--- config.mk ---
export PLATFORM = sky130hd
export DESIGN_NAME = dmt_channel
export DESIGN_NICKNAME = d
export VERILOG_FILES = /design/src/rtl/tmr_pkg.sv /design/src/rtl/tick_mux.sv /design/src/rtl/down_counter.sv /design/src/rtl/match_event.sv /design/src/rtl/dmt_channel.sv
export SDC_FILE = /design/constraint.sdc
export NUM_CORES = 1
export LEC_CHECK = 0
export BUFFER_PORTS_ARGS = -buffer_cell sky130_fd_sc_hd__buf_2
export CORE_UTILIZATION = 29
export DETAILED_ROUTE_END_ITERATION = 8
export PLACE_DENSITY = 0.51
export SETUP_SLACK_MARGIN = 0.5
export SLEW_MARGIN = 40
export SYNTH_ARGS = -nofsm -noshare
export SYNTH_HDL_FRONTEND = slang
export SYNTH_SLANG_ARGS = --single-unit
--- constraint.sdc ---
create_clock -name clk -period 4.1 [get_ports clk]
set_input_delay 0.205 -clock clk [delete_from_list [all_inputs] [get_ports clk]]
set_output_delay 0.205 -clock clk [all_outputs]
set_load 0.03 [all_outputs]
--- src/rtl/tmr_pkg.sv ---
package tmr_pkg;
  typedef enum logic [2:0] {
    OP_HOLD,
    OP_WRITE,
    OP_ENLOAD,
    OP_RESTART,
    OP_TICK
  } cnt_op_e;
endpackage

--- src/rtl/tick_mux.sv ---
module tick_mux (
  input  logic use_ext,
  input  logic bus_tick,
  input  logic ext_tick,
  output logic tick
);
  always_comb begin
    tick = use_ext ? ext_tick : bus_tick;
  end
endmodule

--- src/rtl/down_counter.sv ---
module down_counter
  import tmr_pkg::*;
#(
  parameter int W = 32
) (
  input  logic         clk,
  input  logic         rst_n,
  input  logic         chan_en,
  input  logic         tick,
  input  logic         cnt_wr,
  input  logic [W-1:0] cnt_wdata,
  input  logic         rld_wr,
  input  logic [W-1:0] rld_wdata,
  output logic [W-1:0] cnt_q,
  output logic [W-1:0] rld_q,
  output logic         en_q,
  output logic         step_vld,
  output logic [W-1:0] step_val
);
  cnt_op_e      op;
  logic [W-1:0] cnt_d;
  logic [W-1:0] tick_val;

  // value reached by a tick: wrap to reload at zero
  always_comb begin
    tick_val = (cnt_q == '0) ? rld_q : (cnt_q - W'(1));
  end

  // priority: count write, enable edge, reload restart, tick
  always_comb begin
    op = OP_HOLD;
    if (chan_en) begin
      if (cnt_wr)                                             op = OP_WRITE;
      else if (!en_q)                                         op = OP_ENLOAD;
      else if (rld_wr && (rld_q == '0) && (rld_wdata != '0))  op = OP_RESTART;
      else if (tick)                                          op = OP_TICK;
    end
  end

  always_comb begin
    cnt_d = cnt_q;
    unique case (op)
      OP_WRITE:   cnt_d = cnt_wdata;
      OP_ENLOAD:  cnt_d = rld_q;
      OP_RESTART: cnt_d = rld_wdata;
      OP_TICK:    cnt_d = tick_val;
      default:    cnt_d = cnt_q;
    endcase
    step_vld = (op == OP_TICK) && (tick_val != cnt_q);
    step_val = tick_val;
  end

  always_ff @(posedge clk or negedge rst_n) begin
    if (!rst_n) begin
      cnt_q <= '0;
      rld_q <= '0;
      en_q  <= 1'b0;
    end else begin
      en_q <= chan_en;
      if (op != OP_HOLD) cnt_q <= cnt_d;
      if (rld_wr)        rld_q <= rld_wdata;
    end
  end
endmodule

--- src/rtl/match_event.sv ---
module match_event #(
  parameter int W = 32
) (
  input  logic         clk,
  input  logic         rst_n,
  input  logic         mat_a_wr,
  input  logic [W-1:0] mat_a_wdata,
  input  logic         mat_b_wr,
  input  logic [W-1:0] mat_b_wdata,
  input  logic         ovf_irq_en,
  input  logic         step_vld,
  input  logic [W-1:0] step_val,
  output logic         irq_lvl
);
  localparam int NMAT = 2;

  logic [W-1:0]    mat_q  [NMAT];
  logic [NMAT-1:0] mat_wr;
  logic [W-1:0]    mat_wd [NMAT];
  logic [NMAT-1:0] mat_hit;
  logic            zero_hit;
  logic            evt;

  always_comb begin
    mat_wr    = {mat_b_wr, mat_a_wr};
    mat_wd[0] = mat_a_wdata;
    mat_wd[1] = mat_b_wdata;
  end

  for (genvar g = 0; g < NMAT; g++) begin : g_mat
    always_ff @(posedge clk or negedge rst_n) begin
      if (!rst_n)         mat_q[g] <= '0;
      else if (mat_wr[g]) mat_q[g] <= mat_wd[g];
    end
    always_comb mat_hit[g] = (step_val == mat_q[g]);
  end

  always_comb begin
    zero_hit = (step_val == '0) && ovf_irq_en;
    evt      = step_vld && ((|mat_hit) || zero_hit);
  end

  always_ff @(posedge clk or negedge rst_n) begin
    if (!rst_n)   irq_lvl <= 1'b0;
    else if (evt) irq_lvl <= ~irq_lvl;
  end
endmodule

--- src/rtl/dmt_channel.sv ---
module dmt_channel #(
  parameter int W = 32
) (
  input  logic         clk,
  input  logic         rst_n,
  input  logic         chan_en,
  input  logic         use_ext_tick,
  input  logic         ovf_irq_en,
  input  logic         bus_tick,
  input  logic         ext_tick,
  input  logic         cnt_wr,
  input  logic [W-1:0] cnt_wdata,
  input  logic         rld_wr,
  input  logic [W-1:0] rld_wdata,
  input  logic         mat_a_wr,
  input  logic [W-1:0] mat_a_wdata,
  input  logic         mat_b_wr,
  input  logic [W-1:0] mat_b_wdata,
  output logic [W-1:0] cnt_q,
  output logic         irq_lvl
);
  logic         tick;
  logic [W-1:0] rld_q;
  logic         en_q;
  logic         step_vld;
  logic [W-1:0] step_val;

  tick_mux u_tick (
    .use_ext  (use_ext_tick),
    .bus_tick (bus_tick),
    .ext_tick (ext_tick),
    .tick     (tick)
  );

  down_counter #(.W(W)) u_cnt (
    .clk       (clk),
    .rst_n     (rst_n),
    .chan_en   (chan_en),
    .tick      (tick),
    .cnt_wr    (cnt_wr),
    .cnt_wdata (cnt_wdata),
    .rld_wr    (rld_wr),
    .rld_wdata (rld_wdata),
    .cnt_q     (cnt_q),
    .rld_q     (rld_q),
    .en_q      (en_q),
    .step_vld  (step_vld),
    .step_val  (step_val)
  );

  match_event #(.W(W)) u_evt (
    .clk         (clk),
    .rst_n       (rst_n),
    .mat_a_wr    (mat_a_wr),
    .mat_a_wdata (mat_a_wdata),
    .mat_b_wr    (mat_b_wr),
    .mat_b_wdata (mat_b_wdata),
    .ovf_irq_en  (ovf_irq_en),
    .step_vld    (step_vld),
    .step_val    (step_val),
    .irq_lvl     (irq_lvl)
  );
endmodule

# Word-level counts from Yosys, hierarchy flattened

Cells that the tools add are included.

Word-level logic and storage cells: 37
RAM bits: 0
Input bits: 139
Output and inout bits: 33
Memories kept: 0
ROM bits: 0
Register bits after elaboration: 130
Latch bits: 0

Reductions and logical operators: 14
Shift operators: 0
Muxes and demuxes: 8
Bitwise logic cells: 1
Divide/modulo/power cells: 0
$mul: 0
Magnitude comparators: 0
Add/sub/neg operators: 1
Eq/ne operators: 7

Operator list:

| cell                  | count |
|---|---|
| $pmux 32 s4           | 1 |
| $logic_not 32->1      | 3 |
| $eq 32x32->1          | 2 |
| $mux 32               | 1 |
| $ne 32x32->1          | 1 |
| $reduce_bool 32->1    | 1 |
| $sub 32x1->32 const B | 1 |
| $mux 3                | 5 |
| $eq 3x2->1 const B    | 2 |
| $logic_and 1x1->1     | 5 |
| $reduce_bool 4->1     | 1 |
| $eq 3x1->1 const B    | 1 |
| $eq 3x3->1 const B    | 1 |
| $reduce_bool 3->1     | 1 |
| $reduce_and 2->1      | 1 |
| $reduce_or 2->1       | 1 |
| $logic_or 1x1->1      | 1 |
| $mux 1                | 1 |
| $not 1->1             | 1 |

# Logic depth before layout (Yosys ltp)

Depth after elaboration: 10
Depth in mapped cells: 16
Gate-level depth less buffers: 12

# Hierarchy

Synthesis repeated with hierarchy kept, for this count alone.

Cell total of the unflattened synthesis: 748
Area total of the unflattened synthesis: 7559.8 sq um

By module, submodules not included:

| module       | cells an instance | area an instance (sq um) | seq. area each (sq um) | times used |
|---|---|---|---|---|
| down_counter | 510               | 4376.7                   | 1626.6                 | 1 |
| match_event  | 237               | 3168.0                   | 1626.6                 | 1 |
| tick_mux     | 1                 | 15.0                     | 0.0                    | 1 |

# Worst setup path before layout

Ideal clock, no wire load.

Kind: register to register
Start: register u_cnt.cnt_q[0]
End: register u_evt.irq_lvl
Setup slack: 0.275 ns
Data required time: 4.020 ns
Data arrival time: 3.745 ns
Library setup time: 0.080 ns
Path buffers: 3
Stages on the path, launching flop included: 16
Period minus slack after synthesis: 3.825 ns
Path through: dfrtp_1 > clkbuf_1 > inv_1 > ha_1 > clkbuf_1 > or4b_1 > nor2_2 > nand3_2 > clkbuf_1 > a31o_2 > xnor2_1 > nor3_1 > nand4_1 > or4_1 > a31oi_1 > xor2_1

Longest elaborated chain between the ends: 6
Elaborated cells on any way between the ends: 12
Those cells by class: add/sub (1); eq/ne (3); mux (1); reduce/logical (7)

Ends and longest elaborated chain:

| what                                                        | line                                 | source |
|---|---|---|
| start: declaration                                          | down_counter.sv:14                   | `output logic [W-1:0] cnt_q,` |
| start signal: assignment                                    | down_counter.sv:60                   | `if (op != OP_HOLD) cnt_q <= cnt_d;` |
| $sub 32x1->32 / $logic_not 32->1 (equally long branches)    | down_counter.sv:26                   | `tick_val = (cnt_q == '0) ? rld_q : (cnt_q - W'(1));` |
| $mux 32                                                     | down_counter.sv:26                   |  |
| $eq 32x32->1 / $logic_not 32->1 (equally long branches)     | match_event.sv:35, match_event.sv:39 |  |
| $reduce_or 2->1 / $logic_and 1x1->1 (equally long branches) | match_event.sv:40, match_event.sv:39 |  |
| $logic_or 1x1->1                                            | match_event.sv:40                    | `evt = step_vld && ((\|mat_hit) \|\| zero_hit);` |
| $logic_and 1x1->1 (*)                                       | match_event.sv:40                    |  |
| end signal: assignment                                      | match_event.sv:45                    | `else if (evt) irq_lvl <= ~irq_lvl;` |
| end: declaration                                            | match_event.sv:13                    | `output logic irq_lvl` |

Every way passes the cells marked *; elsewhere a longest branch is shown, timed or not.
A chain may end at the register's enable or synchronous reset.

# Worst setup path in the final report

Start: register u_cnt.cnt_q[26]
End: register u_evt.irq_lvl

The elaborated chain is that of the path after synthesis.

==> metrics.log <==
INFO  metric status = finished, final reports clean
INFO  metric max-cap-violations = 0
INFO  metric yosys.cell_types.count = 67
INFO  metric synth_largest_type_area_fraction = 38.29%
INFO  metric yosys_warnings = 0
INFO  metric via_count_of_the_first_global_routing_pass = 8,695
INFO  metric multi_input_area = 5211 um2
INFO  metric top_ports = 172
INFO  metric place.detailed.instances = 1,494
INFO  metric cp_max_fo = 7
INFO  metric gr-total-overflow = 0
INFO  metric worst_ep_arrival_time = 4.08 ns
INFO  metric cts-buffers-inserted = 17
INFO  metric critPathRequiredTime = 4.46 ns
INFO  metric layout-drive-gt1-share = 38.69%
INFO  metric post_drt_via_cell_ratio = 5.717
INFO  metric layout.cells.non_filler = 1,573
INFO  metric cell_internal_pwr = 2.837 mW
INFO  metric fin_nets = 1,316
INFO  metric seqPwrFrac = 34.9%
INFO  metric dp.final_hpwl = 34,390 um
INFO  metric antenna_cells = 0
INFO  metric synthesis.area = 8497 um2
INFO  metric yosys.area.top_type = dfrtp_1
INFO  metric antenna_violations_before_repair = 1
INFO  metric clock_tree.root_cell = clkbuf_16
INFO  metric power.total = 4.716 mW
INFO  metric timing.reg2reg.setup_slack = 0.38 ns
INFO  metric maxClockFrequency = 269.0 MHz
INFO  metric totalNegativeSetupSlack = 0 ns
INFO  metric synth_sequential_area_ratio = 38.29%
INFO  metric r2r_cells = 13
INFO  metric crit_path_end_kind = flip-flop
INFO  metric number_of_enable_type_register_cells_in_the_synthesized_netlist = 0
INFO  metric detail_route.wl_per_cell = 28.29 um
INFO  metric hold-path-cell-count = 2
INFO  metric core_region_area = 28,780 um2
INFO  metric crit_path_start_kind = flip-flop
INFO  metric slew_viol_final = 0
INFO  metric drcViolationCount = 0
INFO  metric syn-num-nets = 1,049
INFO  metric final_min_period_over_clock_period = 90.66%
INFO  metric grt_first_pass_wirelength = 62,870 um
INFO  metric regArea = 3257 um2
INFO  metric synth.top_cells.by_count = 130 x dfrtp_1, 83 x mux2_2, 75 x o21ai_0
INFO  metric grt.total_usage = 29.27%
INFO  metric min-delay-path-class = input pin to flip-flop
INFO  metric htreeDepth = 4
INFO  metric buffer_ports.inserted = 171
INFO  metric dr_total_vias = 8,993
INFO  metric synthCells = 909
INFO  metric worst_pin_slew = 0.8538 ns
INFO  metric antenna_violating_nets_post_route = 0
INFO  metric switching_share = 39.85%
INFO  metric synth-async-reset-ratio = 100.0%
INFO  metric die-width = 173.2 um
INFO  metric final_setup_violation_count = 0
INFO  metric worst_clock_skew = 0.009545 ns
INFO  metric synth_top_cells_by_area = dfrtp_1 38%, mux2_2 11%, xnor2_1 5.1%
INFO  metric cts.sink_count = 130
INFO  metric fillers = 2,905
INFO  metric die_height = 173.2 um
INFO  metric power.static_leakage = 4.877 nW
INFO  metric num_rows = 62
INFO  metric final_util = 40.64%
INFO  metric post-synth-top-count-cell = dfrtp_1
INFO  metric area_growth = 37.64%
INFO  metric initial_core_util = 29.52%
INFO  metric power.ir.vdd_worst = 0.2334 mV
INFO  metric min_period = 3.717 ns
INFO  metric clock_group_share_of_total_power = 33.3%
INFO  metric comb_power_share = 31.8%
INFO  metric max_slew_margin = 42.67%
INFO  metric syn_area_per_cell = 9.348 um2
INFO  metric path_class = flip-flop to flip-flop
INFO  metric ys.flop_type = dfrtp_1
INFO  metric clk_pin_slew = 0.07 ns
INFO  metric finalWeightedCongestion = 1.011
INFO  metric hold_viol = 0
INFO  metric setup_repair_after_global_routing_missed_its_margin = true
INFO  metric power_switching = 1.880 mW
INFO  metric ys_seq_elements = 130
INFO  metric design.die.area = 29,990 um2
INFO  metric power-per-cell-area = 403.3 nW/um2
INFO  metric cts_tree = done
INFO  metric routed_wirelength = 44,500 um
INFO  metric detailed_routing_iterations_pass_1 = 6
INFO  metric clock_insertion_delay_worst_skew = 0.44 ns
INFO  metric maximum_number_of_pins_on_one_net_before_global_route_repair = 131
INFO  metric drtIter0Drc = 1,044
INFO  metric max-clock-path-buffers = 2
[power groups by stage]
stage               logic (mW)  registers, mW  clock network [mW]
floorplan                0.671           1.64                   0
global placement          1.39           1.66                   0
detailed placement        1.38           1.66                   0
CTS                       1.42           1.63                1.59
global route              1.57           1.66                1.64
finish                    1.50           1.65                1.57
[worst max-delay path, cell delays in order, from the launching register on]
cell	delay, ns
dfrtp_2	0.41
or4_4	0.57
or4_4	0.63
nor3_4	0.27
buf_6	0.15
buf_4	0.14
buf_4	0.15
nand2_1	0.10
o31ai_1	0.18
nand3_1	0.17
nor4_2	0.32
nand4_1	0.21
a31oi_4	0.18
xor2_1	0.15
[state kept, by name, summed over array words and instances, names as in the netlist]
signal         flops
u_cnt.en_q         1
u_cnt.rld_q       32
u_cnt.cnt_q       32
u_evt.irq_lvl      1
u_evt.mat_q       64
[metal layers]
layer  vias up  global-route usage [%]  wire [um]
met2       478                   44.62      19610
met3        77                   4.947       3434
met5         -                       0         13
li1       3962                       -          -
met4         2                   10.25       1533
met1      4474                   41.60      19910
[cells in the final DEF (no fill, tap or decap), types with 5 or more instances in the layout]
cell type        n
mux2i_1         11
a22o_1          19
nand2_1         69
dlygate4sd3_1   33
inv_6            5
xnor2_1         46
nor4_2          10
xor2_1          33
a21oi_1         27
buf_2          171
o21ai_0         72
inv_1           20
nor2_1          38
dfrtp_1        127
or3_1           11
a22oi_1         10
inv_8            6
nand4_1         20
nand3_1         13
nor3_1          25
a211oi_1        12
nand2b_1         8
a221oi_1        13
buf_4          103
a31oi_1          6
o31ai_1         10
clkbuf_16       17
o22ai_1          9
o2111ai_1        7
mux2_2          83
a221o_1          6
nor4_1          31
[what timing repair did]
item | CTS | global route
resized for setup | 9 | 43
setup buffers | 2 | 10
cloned | 0 | 1
endpoints found under the hold margin | 162 | 0
pin swaps | 1 | 12
hold buffers | 33 | 0
endpoints found under the setup margin | 1 | 3
[area by class of cell]
cell class | instances | area share [%]
Multi-Input combinational cell | 692 | 44.56
Tap cell | 384 | 4.108
Inverter | 21 | 0.6740
Timing Repair Buffer | 314 | 17.87
Clock buffer | 17 | 3.638
Clock inverter | 15 | 1.305
Sequential cell | 130 | 27.85
[kinds of logic (layout without fill, tap and decap cells)]
group	after synthesis	in the layout	synth area share (%)
simple gates	268	268	16.61
buf+inv	87	367	4.123
mux	94	94	12.30
fa+ha+maj	1	1	0.1472
xor+xnor	84	84	8.821
compound gates	245	245	19.72
flops	130	130	38.29
[metrics by stage]
step | cell area (um2) | hold WS, ns | worst slack (ns)
4_1_cts | 11360 | 0.0003458 | 0.4315
2_1_floorplan | 8524 | -0.09059 | 0.5130
5_1_grt | 11700 | 0.0002104 | 0.3168
3_3_place_gp | 10380 | 0.3778 | 0.2549
3_5_place_dp | 10390 | 0.3816 | 0.2767
6_report | 11700 | 0.005305 | 0.3828
[final timing paths]
kind	start	end
max	u_cnt.cnt_q[26]	u_evt.irq_lvl
min	mat_b_wdata[21]	u_evt.mat_q[21]
max reg2reg	u_cnt.cnt_q[26]	u_evt.irq_lvl
min reg2reg	u_evt.irq_lvl	u_evt.irq_lvl
max in group asynchronous	rst_n	u_cnt.rld_q[21]
min in group asynchronous	rst_n	u_evt.mat_q[58]
No activity file was read; power rests on OpenSTA's default activity.
